## config.mk

```make
export PLATFORM = sky130hd
export DESIGN_NAME = transition_count_compactor
export DESIGN_NICKNAME = d
export VERILOG_FILES = /design/src/rtl/tcc_pkg.sv /design/src/rtl/tcc_control.sv /design/src/rtl/tcc_datapath.sv /design/src/rtl/transition_count_compactor.sv
export SDC_FILE = /design/constraint.sdc
export NUM_CORES = 1
export LEC_CHECK = 0
export BUFFER_PORTS_ARGS = -buffer_cell sky130_fd_sc_hd__buf_2
export CORE_UTILIZATION = 35
export DETAILED_ROUTE_END_ITERATION = 8
export PLACE_DENSITY_LB_ADDON = 0.1
export SLEW_MARGIN = 20
export SYNTH_ARGS = -nofsm -noshare
export SYNTH_HDL_FRONTEND = slang
export SYNTH_SLANG_ARGS = --single-unit
```

## constraint.sdc

```tcl
create_clock -name clk -period 5.35 [get_ports clk]
set_clock_uncertainty 0.15 [all_clocks]
set_input_delay 1.07 -clock clk [delete_from_list [all_inputs] [get_ports clk]]
set_output_delay 1.07 -clock clk [all_outputs]
set_load 0.01 [all_outputs]
```

## src/rtl/tcc_pkg.sv

```systemverilog
package tcc_pkg;

  typedef enum logic [1:0] {
    ST_ARM  = 2'd0,
    ST_RUN  = 2'd1,
    ST_DONE = 2'd2
  } tccState_e;

  typedef struct packed {
    logic clearAll;
    logic takeSample;
    logic addDelta;
    logic finish;
  } tccStrobes_t;

endpackage

```

## src/rtl/tcc_control.sv

```systemverilog
module tcc_control
  import tcc_pkg::*;
(
  input  logic        clk,
  input  logic        rstN,
  input  logic        start,
  input  logic        sampleValid,
  input  logic        testDone,
  output tccStrobes_t strobes
);

  tccState_e state, stateNext;

  always_comb begin
    strobes   = '0;
    stateNext = state;
    if (start) begin
      strobes.clearAll = 1'b1;
      stateNext        = ST_ARM;
    end else begin
      unique case (state)
        ST_ARM: begin
          if (sampleValid) begin
            strobes.takeSample = 1'b1;
            stateNext          = ST_RUN;
          end
          if (testDone) begin
            strobes.finish = 1'b1;
            stateNext      = ST_DONE;
          end
        end
        ST_RUN: begin
          if (sampleValid) begin
            strobes.takeSample = 1'b1;
            strobes.addDelta   = 1'b1;
          end
          if (testDone) begin
            strobes.finish = 1'b1;
            stateNext      = ST_DONE;
          end
        end
        ST_DONE: stateNext = ST_DONE;
        default: stateNext = ST_ARM;
      endcase
    end
  end

  always_ff @(posedge clk or negedge rstN) begin
    if (!rstN) state <= ST_ARM;
    else       state <= stateNext;
  end

endmodule

```

## src/rtl/tcc_datapath.sv

```systemverilog
module tcc_datapath
  import tcc_pkg::*;
#(
  parameter int RESP_WIDTH  = 8,
  parameter int COUNT_WIDTH = 13
) (
  input  logic                   clk,
  input  logic                   rstN,
  input  tccStrobes_t            strobes,
  input  logic [RESP_WIDTH-1:0]  respIn,
  input  logic [COUNT_WIDTH-1:0] goldCount,
  output logic [COUNT_WIDTH-1:0] countOut,
  output logic                   passFlag
);

  localparam int DELTA_WIDTH = $clog2(RESP_WIDTH + 1);

  logic [RESP_WIDTH-1:0]  prevWord;
  logic [RESP_WIDTH-1:0]  toggleVec;
  logic [DELTA_WIDTH-1:0] delta;
  logic [COUNT_WIDTH:0]   sumWide;
  logic [COUNT_WIDTH-1:0] countNext;
  logic [COUNT_WIDTH-1:0] countReg;
  logic                   passReg;

  assign toggleVec = respIn ^ prevWord;

  always_comb begin
    delta = '0;
    for (int i = 0; i < RESP_WIDTH; i++) begin
      delta = delta + DELTA_WIDTH'(toggleVec[i]);
    end
  end

  always_comb begin
    sumWide = {1'b0, countReg} + (COUNT_WIDTH + 1)'(delta);
    if (!strobes.addDelta)  countNext = countReg;
    else if (sumWide[COUNT_WIDTH]) countNext = '1;
    else                    countNext = sumWide[COUNT_WIDTH-1:0];
  end

  always_ff @(posedge clk or negedge rstN) begin
    if (!rstN) begin
      prevWord <= '0;
      countReg <= '0;
      passReg  <= 1'b0;
    end else if (strobes.clearAll) begin
      prevWord <= '0;
      countReg <= '0;
      passReg  <= 1'b0;
    end else begin
      if (strobes.takeSample) prevWord <= respIn;
      countReg <= countNext;
      if (strobes.finish) passReg <= (countNext == goldCount);
    end
  end

  assign countOut = countReg;
  assign passFlag = passReg;

endmodule

```

## src/rtl/transition_count_compactor.sv

```systemverilog
module transition_count_compactor
  import tcc_pkg::*;
#(
  parameter int RESP_WIDTH  = 8,
  parameter int MAX_SAMPLES = 1000,
  localparam int COUNT_WIDTH = $clog2(RESP_WIDTH * MAX_SAMPLES + 1)
) (
  input  logic                   clk,
  input  logic                   rstN,
  input  logic                   start,
  input  logic                   sampleValid,
  input  logic [RESP_WIDTH-1:0]  respIn,
  input  logic                   testDone,
  input  logic [COUNT_WIDTH-1:0] goldCount,
  output logic [COUNT_WIDTH-1:0] countOut,
  output logic                   passFlag
);

  tccStrobes_t strobes;

  tcc_control u_control (
    .clk         (clk),
    .rstN        (rstN),
    .start       (start),
    .sampleValid (sampleValid),
    .testDone    (testDone),
    .strobes     (strobes)
  );

  tcc_datapath #(
    .RESP_WIDTH  (RESP_WIDTH),
    .COUNT_WIDTH (COUNT_WIDTH)
  ) u_datapath (
    .clk       (clk),
    .rstN      (rstN),
    .strobes   (strobes),
    .respIn    (respIn),
    .goldCount (goldCount),
    .countOut  (countOut),
    .passFlag  (passFlag)
  );

endmodule

```

# Yosys cells after proc, flatten, opt, wreduce, memory -nomap -nowiden
# Index checks and enable logic that the tools add are counted.
[totals]
word_cells = 43
out_inout_bits = 14
ff_bits = 24
[classes]
n_reduce_logical = 5
n_eq_ne = 5
muxes = 20
n_bitwise = 1
n_addsub = 8
[op_table]
columns = ["op", "n"]
rows = [
  ["$mux 13", 3],
  ["$add 4x1->4", 6],
  ["$mux 8", 2],
  ["$add 13x4->14", 1],
  ["$eq 13x13->1", 1],
  ["$mux 2", 5],
  ["$xor 8x8->8", 1],
  ["$mux 1", 7],
  ["$pmux 2 s3", 1],
  ["$ne 4x4->1 const B", 1],
  ["$reduce_bool 2->1", 2],
  ["$mux 3", 1],
  ["$ne 3x3->1 const B", 1],
  ["$add 1x1->2", 1],
  ["$eq 2x1->1 const B", 1],
  ["$eq 2x2->1 const B", 1],
  ["$logic_not 2->1", 1],
  ["$pmux 1 s2", 1],
  ["$reduce_and 2->1", 1],
  ["$reduce_or 2->1", 1],
]

# Longest topological paths before layout
# Gate-level depths: netlist of the first run.
[logic_depth]
ltp_word = 14
depth_mapped = 18
ltp_nobuf = 17

# Hierarchy
# Synthesis of the first run repeated with hierarchy kept, for this count alone.
[unflattened]
hier_cells = 238
hier_area_um2 = 2115.8
[modules_own_cells]
columns = ["mod", "instances", "area_per_inst_um2", "cells_each"]
rows = [
  ["tcc_datapath", 1, 1919.3, 216],
  ["tcc_control", 1, 196.4, 22],
]

# Worst setup path before layout of the first run
# No wires, ideal clock.
[synth_timing]
path_type = "input port to flip-flop"
startpoint = "input respIn[0]"
endpoint = "register u_datapath.passReg, in the netlist u_datapath.passFlag"
stages = 17
n_path_buf = 1
slack_ps = -234
required_ps = 5134
setup_ps = 66
t_arrival_ps = 5368
cell_sequence = "xor2_1 > ha_1 > fa_1 > inv_1 > fa_1 > fa_1 > fa_1 > xnor2_1 > ha_1 > nand3_1 > o22a_2 > buf_6 > nor3_1 > mux2i_1 > o2111ai_1 > nor4b_2 > a41o_1"
[synth_between]
elab_chain_len = 14
[synth_lines]
columns = ["item", "line_no", "text"]
rows = [
  ["start: declaration", "transition_count_compactor.sv:12", "input logic [RESP_WIDTH-1:0] respIn,"],
  ["$xor 8x8->8", "tcc_datapath.sv:26", "assign toggleVec = respIn ^ prevWord;"],
  ["$add 1x1->2", "tcc_datapath.sv:31", "delta = delta + DELTA_WIDTH'(toggleVec[i]);"],
  ["$add 4x1->4 (6 in series)", "tcc_datapath.sv:31", ""],
  ["$add 13x4->14", "tcc_datapath.sv:36", "sumWide = {1'b0, countReg} + (COUNT_WIDTH + 1)'(delta);"],
  ["$mux 13", "tcc_datapath.sv:38", "else if (sumWide[COUNT_WIDTH]) countNext = '1;"],
  ["$mux 13", "tcc_datapath.sv:37", "if (!strobes.addDelta) countNext = countReg;"],
  ["$eq 13x13->1", "tcc_datapath.sv:54", "if (strobes.finish) passReg <= (countNext == goldCount);"],
  ["$mux 1", "tcc_datapath.sv:54", ""],
  ["$mux 1", "tcc_datapath.sv:47", "end else if (strobes.clearAll) begin"],
  ["end signal: assignment", "tcc_datapath.sv:54", ""],
  ["end: declaration", "tcc_datapath.sv:24", "logic passReg;"],
]
# No other way between the ends. The select of a mux whose other input is x is not followed.
# A chain may end at the register's enable or synchronous reset.

# Worst setup path in the final report of the first run
# Same ends and word-level chain as after synthesis.

==> qor.yml, run 1 <==
outcome:
  status: "complete, but fails checks"
  violations: "setup timing"
sta:
  finalMaxSlewViolations: 0
  fin_crit_sh: 1.01
  max_slew_margin: 0.367
  finalHoldViolations: 0
  period_needed_ps: 5380
  setup_ws_ps: -27.3
  fmax_mhz: 186
  hold_slack_ps: 402
  tightest_slew_ps: 944
  rsz0062_at_grt: "yes"
  setup_viol: 1
drt:
  avgViaCountPerCell: 5.28
  vias: 1913
  routed_wirelength_um: 5590
  drc_errors: 0
  drt_first_pass_iters: 4
  wire_per_inst_um: 15.4
  drt_iter0_markers: 78
  postRouteAntennaNets: 0
synthesis:
  ys_seq_area_frac: 0.294
  async_flop_share: 1.00
  synthDistinctLibCells: 53
  synth_cells: 230
  avgSynthCellArea_um2: 8.89
  synth_edf_count: 0
  ys_ff_latch: 24
  yosysWarnings: 0
  syn_area_um2: 2050
  synth_flop_cell: "dfrtp_1"
  synth_fp_nets: 271
floorplanning:
  die-area_um2: 6150
  rows: 27
  die_y_um: 78.5
  dieWidth_um: 78.5
  initial_core_util: 0.367
  core_um2: 5570
  io_pins: 40
power:
  power.total_w: 0.000610
  leakage_nw: 1.28
  p_per_area_nw_per_um2: 225
  ir_drop_v: 0.000136
critical_path:
  crit_type: "in2reg"
  cp_top_family: "adder cells"
  path_buf_inv: 2
  crit_path_max_fanout: 6
  startpoint_type: "input port"
  worstPathArrival_ps: 5400
  path_cells: "buf_6 -> xor2_1 -> ha_1 -> fa_1 -> inv_2 -> fa_1 -> fa_2 -> fa_2 -> xnor2_2 -> ha_4 -> nand3_4 -> o22a_4 -> or4_4 -> a21o_1 -> o2111ai_2 -> nor4b_2 -> a41o_1"
  cp.required_ps: 5370
  worst_setup_path_end_kind: "register"
  critPathMaxStageDelay_ps: 530
  crit_path_top_delay_cell: "or4_4"
placement:
  io_buffer_count: 39
  placedCellCount: 357
  pre_cts_ws_ps: -372
  dpl.hpwl_um: 4010
  placed_cell_area_um2: 2490
  place.gp.congestion: 0.821
grt:
  grt_max_degree: 26
  grt_pass1_vias: 1797
  antenna_found_initial: 0
  overflow: 0
  grt_pass1_wl_um: 9060
  grt_use_total: 0.189
clock_tree:
  cts_tree: "built"
  cts_hold_buf: 0
  htreeDepth: 1
  clock_sinks: 24
  clk_latency_ps: 270
  clk_pin_slew_ps: 100
  clock_path_buffers: 2
  root_buffer: "clkbuf_8"
  numCtsBuffers: 3
hold_path:
  hold_class: "reg2reg"
run:
  cap_viol_max_count: 0
finish:
  fill_cells: 546
  final_common_cell: "buf_2"
  layout_common_cells: "38 x buf_2, 25 x buf_4, 24 x dfrtp_1, 22 x nor2_1"
  area_delta_synth_final_pct: 32.2
  antenna_cells: 0
  layout.nets: 332
  design_area_um2: 2700
  layout-drive-gt1-share: 0.348
  fin_cells: 362
-- per-layer routing --
layer,global-route usage,up-vias,wire length [um]
li1,-,949,-
met1,0.262,911,2730
met2,0.303,47,2580
met3,0.0267,6,211
met4,0.0537,0,65
met5,0,-,0
-- power breakdown --
| group | switching, W | internal (W) |
|---|---|---|
| clock | 0.0000659 | 0.0000659 |
| sequential | 0.00000572 | 0.000188 |
| combinational | 0.000144 | 0.000140 |
-- synthesized netlist by cell type (2+ instances only) --
library cell	number	area, um^2
nand2b_1	3	18.8
nor2b_1	2	12.5
xor2_1	13	114
nor4_2	2	25.0
inv_1	15	56.3
nor2_1	22	82.6
nand3_1	7	35.0
o211ai_1	4	30.0
nor3b_1	2	15.0
nand3b_1	2	15.0
nand2_1	14	52.6
ha_1	10	125
o2111ai_1	2	17.5
fa_1	5	100
a211oi_1	4	30.0
and3_1	2	12.5
o21ai_0	6	30.0
dfrtp_1	24	601
a31oi_1	2	12.5
buf_2	3	15.0
clkbuf_1	5	18.8
a21oi_1	17	85.1
and3b_1	2	17.5
nor4_1	2	12.5
xnor2_1	10	87.6
nor3_1	6	30.0
a211o_1	2	17.5
mux2i_1	12	120
nand4_1	4	25.0
a32o_1	2	20.0
or3_1	2	12.5
-- logic make-up after synthesis --
| kind of cell | count (synthesis) | share of synthesized area |
|---|---|---|
| flops | 24 | 0.294 |
| mux | 13 | 0.0642 |
| xor+xnor | 23 | 0.0985 |
| compound gates | 51 | 0.168 |
| fa+ha+maj | 15 | 0.110 |
| simple gates | 80 | 0.217 |
| buf+inv | 24 | 0.0495 |
-- cell type report --
type                    instances  area [um^2]  area share
inverters                      15         56.3      0.0208
repair buffers                 64          389       0.144
flip-flops and latches         24          601       0.222
multi-input cells             183         1510       0.559
clock buffers                   4         55.1      0.0204
well taps                      72         90.1      0.0333
-- state kept, by name (all words and copies together), names as in the netlist --
signal / cells
u_datapath.countOut: 13
u_control.state: 2
u_datapath.prevWord: 8
u_datapath.passFlag: 1
-- tightest hold or removal path, stage by stage (launching register included) --
cell     delay [ps]
dfrtp_1         370
mux2i_1          70
nor2_1           70
-- through the flow --
| stage | util | TNS [ps] |
|---|---|---|
| floorplan | - | -3.93 |
| global placement | 0.447 | -302 |
| detailed placement | 0.447 | -398 |
| CTS | 0.464 | -31.2 |
| global route | 0.485 | -169 |
| finish | 0.485 | -27.3 |
-- path summary, 6_finish.rpt --
kind                                         from                       to  slack [ps]  cells after the start
hold / removal             u_datapath.prevWord[2]   u_datapath.prevWord[2]         400                      2
max in group asynchronous                    rstN   u_datapath.prevWord[5]        4010                      1
setup / recovery                        respIn[0]      u_datapath.passFlag         -30                     17
setup reg to reg           u_datapath.prevWord[0]      u_datapath.passFlag         420                     16
min in group asynchronous                    rstN  u_datapath.countOut[11]         640                      1
hold reg to reg            u_datapath.prevWord[2]   u_datapath.prevWord[2]         400                      2
-- timing repair --
action                                  in CTS  in global routing
pin swaps                                    2                 18
gates resized for setup                      6                 21
buffers inserted                             0                  0
endpoints found under the hold margin        0                  0
gates cloned                                 1                  0
endpoints found under the setup margin       1                  1
(Power assumes the default switching activity.)
==> run 2, diff against run 1 <==
Settings changed: CORE_UTILIZATION 35 to 24, REMOVE_ABC_BUFFERS set to 1.
==> qor.yml, run 2 (synthesis gave the netlist of run 1 again) <==
drt:
  vias: 1917
  routed_wirelength_um: 6050
  drt_first_pass_iters: 4
  drc_errors: 0
  avgViaCountPerCell: 4.79
  postRouteAntennaNets: 0
  drt_iter0_markers: 66
  wire_per_inst_um: 15.1
finish:
  fin_cells: 400
  area_delta_synth_final_pct: 36.8
  layout_common_cells: "37 x buf_2, 29 x buf_4, 24 x dfrtp_1, 21 x nor2_1, 15 x a21oi_1"
  largest_register_ffs: 13
  layout.nets: 337
  fill_cells: 858
  antenna_cells: 0
  final_common_cell: "buf_2"
  layout-drive-gt1-share: 0.356
sta:
  setup_ws_ps: 8.22
  max_slew_margin: 0.381
  period_needed_ps: 5340
  rsz0062_at_grt: "yes"
  finalHoldViolations: 0
  setup_viol: 0
  tns_ps: 0
  tightest_slew_ps: 922
  finalMaxSlewViolations: 0
  fmax_mhz: 187
  fin_crit_sh: 0.998
grt:
  grt_max_degree: 26
  grt_pass1_vias: 1971
  top_usage_layer: "met2"
  met1_usage: 0.193
  antenna_found_initial: 0
  met3_usage: 0.0324
  grt_pass1_wl_um: 10000
  overflow: 0
  grt_use_met2: 0.251
  grt_use_total: 0.148
floorplanning:
  die-area_um2: 8900
  core_um2: 8220
  rows: 33
  io_pins: 40
  dieWidth_um: 94.3
  initial_core_util: 0.249
  die_y_um: 94.3
clock_tree:
  clock_path_buffers: 2
  htreeDepth: 1
  clk_pin_slew_ps: 100
  root_buffer: "clkbuf_8"
  cts_tree: "built"
  clk_latency_ps: 280
  numCtsBuffers: 3
  clock_sinks: 24
critical_path:
  worst_setup_path_end_kind: "register"
  worstPathArrival_ps: 5410
  crit_type: "in2reg"
  cp.required_ps: 5420
  startpoint_type: "input port"
  crit_path_max_fanout: 7
placement:
  dpl.hpwl_um: 4500
  place.gp.congestion: 0.750
  io_buffer_count: 39
  pre_cts_ws_ps: -628
  placedCellCount: 388
power:
  ir_drop_v: 0.0000973
  power.total_w: 0.000609
  leakage_nw: 1.31
  p_per_area_nw_per_um2: 218
hold_path:
  hold_class: "reg2reg"
run:
  cap_viol_max_count: 0
outcome:
  status: "complete, no violations"
run 2: power by group:
part,total (W),leakage (nW),switching (W),internal [W]
clock,0.000133,0.0288,0.0000673,0.0000660
combinational,0.000281,0.948,0.000144,0.000138
sequential,0.000194,0.330,0.00000580,0.000188
total,0.000609,1.31,0.000217,0.000392
run 2: final cells by class:
| cell class | instances | area (um^2) | share of cell area |
|---|---|---|---|
| multi-input cells | 182 | 1510 | 0.538 |
| flip-flops and latches | 24 | 601 | 0.215 |
| inverters | 15 | 56.3 | 0.0201 |
| well taps | 105 | 131 | 0.0470 |
| repair buffers | 70 | 448 | 0.160 |
| clock buffers | 4 | 55.1 | 0.0197 |
run 2: worst paths after layout:
kind / startpoint / end / slack (ps) / cells past startpoint
max in group asynchronous: rstN / u_datapath.countOut[3] / 4010 / 1
max reg2reg: u_datapath.prevWord[1] / u_datapath.passFlag / 440 / 18
min: u_datapath.prevWord[5] / u_datapath.prevWord[5] / 400 / 2
min in group asynchronous: rstN / u_datapath.countOut[8] / 640 / 1
min reg2reg: u_datapath.prevWord[5] / u_datapath.prevWord[5] / 400 / 2
max: respIn[1] / u_datapath.passFlag / 8 / 19
run 2: worst max-delay path, stage by stage:
cell      delay, ps
buf_6           100
xor2_2          130
ha_1            310
fa_1            480
inv_1            50
fa_1            470
fa_2            390
fa_2            580
inv_2            60
ha_4            220
a21oi_4         170
o22a_4          240
buf_6           140
buf_6           100
a211oi_2         40
nor4_2          280
nand4_1         150
nor4b_2         230
a41o_1          190
run 2: routing by layer:
metal | wire length (um) | vias up
met1 | 2770 | 919
met3 | 366 | 2
met2 | 2880 | 46
met5 | 0 | -
met4 | 31 | 0
li1 | - | 950
run 2: timing repair:
action | in CTS | in global routing
endpoints found under the setup margin | 1 | 1
resized for setup | 29 | 5
pin swaps | 22 | 1
hold buffers | 0 | 0
setup buffers | 8 | 0
endpoints found under the hold margin | 0 | 0
run 2: stage by stage:
| step | instance area, um^2 | hold slack (ps) | util |
|---|---|---|---|
| after floorplan | 2000 | 357 | - |
| after global placement | 2500 | 376 | 0.304 |
| after detailed placement | 2500 | 386 | 0.304 |
| after CTS | 2770 | 411 | 0.337 |
| after global routing | 2800 | 454 | 0.340 |
| final | 2800 | 404 | 0.340 |
==> run 3, diff against run 2 <==
Clock period 5.35 ns to 5.7 ns, I/O delays scaled along.
==> qor.yml, run 3 (synthesis gave the netlist of run 1 again) <==
outcome:
  status: "complete, no violations"
placement:
  place.gp.congestion: 0.754
  io_buffer_count: 39
  placed_cell_area_um2: 2470
  placedCellCount: 384
  dpl.hpwl_um: 4500
critical_path:
  rrSetupSlack_ps: 740
  crit_type: "in2reg"
  worst_setup_path_end_kind: "register"
  cp.required_ps: 5770
  crit_end: "u_datapath.passFlag"
  r2r_end: "u_datapath.passFlag"
  reg2reg_depth: 17
  crit_start: "respIn[1]"
  startpoint_type: "input port"
  crit_path_max_fanout: 6
  timing.rr.start: "u_datapath.prevWord[1]"
  worstPathArrival_ps: 5580
sta:
  fin_crit_sh: 0.966
  tightest_slew_ps: 935
  finalMaxSlewViolations: 0
  tns_ps: 0
  setup_viol: 0
  period_needed_ps: 5510
  finalHoldViolations: 0
  fmax_mhz: 182
  max_slew_margin: 0.372
drt:
  drc_errors: 0
  routed_wirelength_um: 6120
  postRouteAntennaNets: 0
  drt_iter0_markers: 58
  vias: 1856
  drt_first_pass_iters: 4
  wire_per_inst_um: 15.7
  avgViaCountPerCell: 4.75
clock_tree:
  htreeDepth: 1
  root_buffer: "clkbuf_8"
  clock_path_buffers: 2
  cts_tree: "built"
  clk_latency_ps: 280
  cts_hold_buf: 0
  numCtsBuffers: 3
  clk_pin_slew_ps: 100
  clock_sinks: 24
finish:
  design_area_um2: 2620
  final_core_util: 0.319
  final_common_cell: "buf_2"
  layout-drive-gt1-share: 0.290
  fin_cells: 391
  largest_register_ffs: 13
  area_delta_synth_final_pct: 28.0
  antenna_cells: 0
  layout.nets: 328
  layout_common_cells: "39 x buf_2, 24 x dfrtp_1, 22 x nor2_1, 21 x buf_4"
floorplanning:
  die-area_um2: 8900
  core_um2: 8220
  io_pins: 40
  initial_core_util: 0.249
  dieWidth_um: 94.3
  rows: 33
  die_y_um: 94.3
grt:
  grt_use_total: 0.139
  overflow: 0
  grt_pass1_wl_um: 9390
  grt_max_degree: 26
  grt_pass1_vias: 1818
  antenna_found_initial: 0
power:
  p_per_area_nw_per_um2: 202
  power.total_w: 0.000528
  ir_drop_v: 0.000124
  leakage_nw: 1.23
hold_path:
  hold_depth: 2
  hold_class: "reg2reg"
run:
  cap_viol_max_count: 0
## run 3: worst min path at each step
| stage | from | endpoint |
|---|---|---|
| final | u_datapath.prevWord[1] | u_datapath.prevWord[1] |
| after global routing | u_datapath.prevWord[5] | u_datapath.prevWord[5] |
| after CTS | u_datapath.prevWord[1] | u_datapath.prevWord[1] |
| after detailed placement | u_datapath.prevWord[1] | u_datapath.prevWord[1] |
| after global placement | u_datapath.prevWord[1] | u_datapath.prevWord[1] |
| after floorplan | u_control.state[1] | u_control.state[1] |
## run 3: worst max-delay path, stage by stage
cell	delay [ps]
buf_2	110
xor2_1	140
ha_1	320
fa_1	530
inv_1	50
fa_1	470
fa_2	370
fa_1	390
xnor2_1	140
ha_1	360
nand3_2	140
o22a_4	320
buf_4	150
o31ai_2	230
a21o_1	140
o2111ai_1	120
nor4b_2	290
a41o_1	180
## run 3: report_power, final
| group | switching (W) | internal (W) | total, W |
|---|---|---|---|
| Sequential | 0.00000503 | 0.000177 | 0.000182 |
| Clock | 0.0000647 | 0.0000619 | 0.000127 |
| Combinational | 0.000117 | 0.000102 | 0.000219 |
## run 3: what timing repair did
item	CTS	global route
gates cloned	0	1
pin swaps	1	6
hold endpoints to repair	0	0
setup buffers	1	1
resized for setup	3	9
endpoints found under the setup margin	1	1
## run 3: through the flow
step                      worst slack, ps  hold slack (ps)
after global routing               -0.393              428
after global placement               -374              377
final                                 194              402
after detailed placement             -458              385
after CTS                            42.9              410
after floorplan                      35.8              357
## run 3: cell type report
class | count | area [um^2]
clock buffers | 4 | 55.1
fillers | 901 | 5600
inverters | 15 | 56.3
multi-input cells | 183 | 1420
flip-flops and latches | 24 | 601
well taps | 105 | 131
repair buffers | 60 | 353
## run 3: per-layer routing
metal	track usage	routed length, um
met1	0.182	2940
met2	0.232	2870
met3	0.0332	251
met4	0.0295	53
met5	0	0
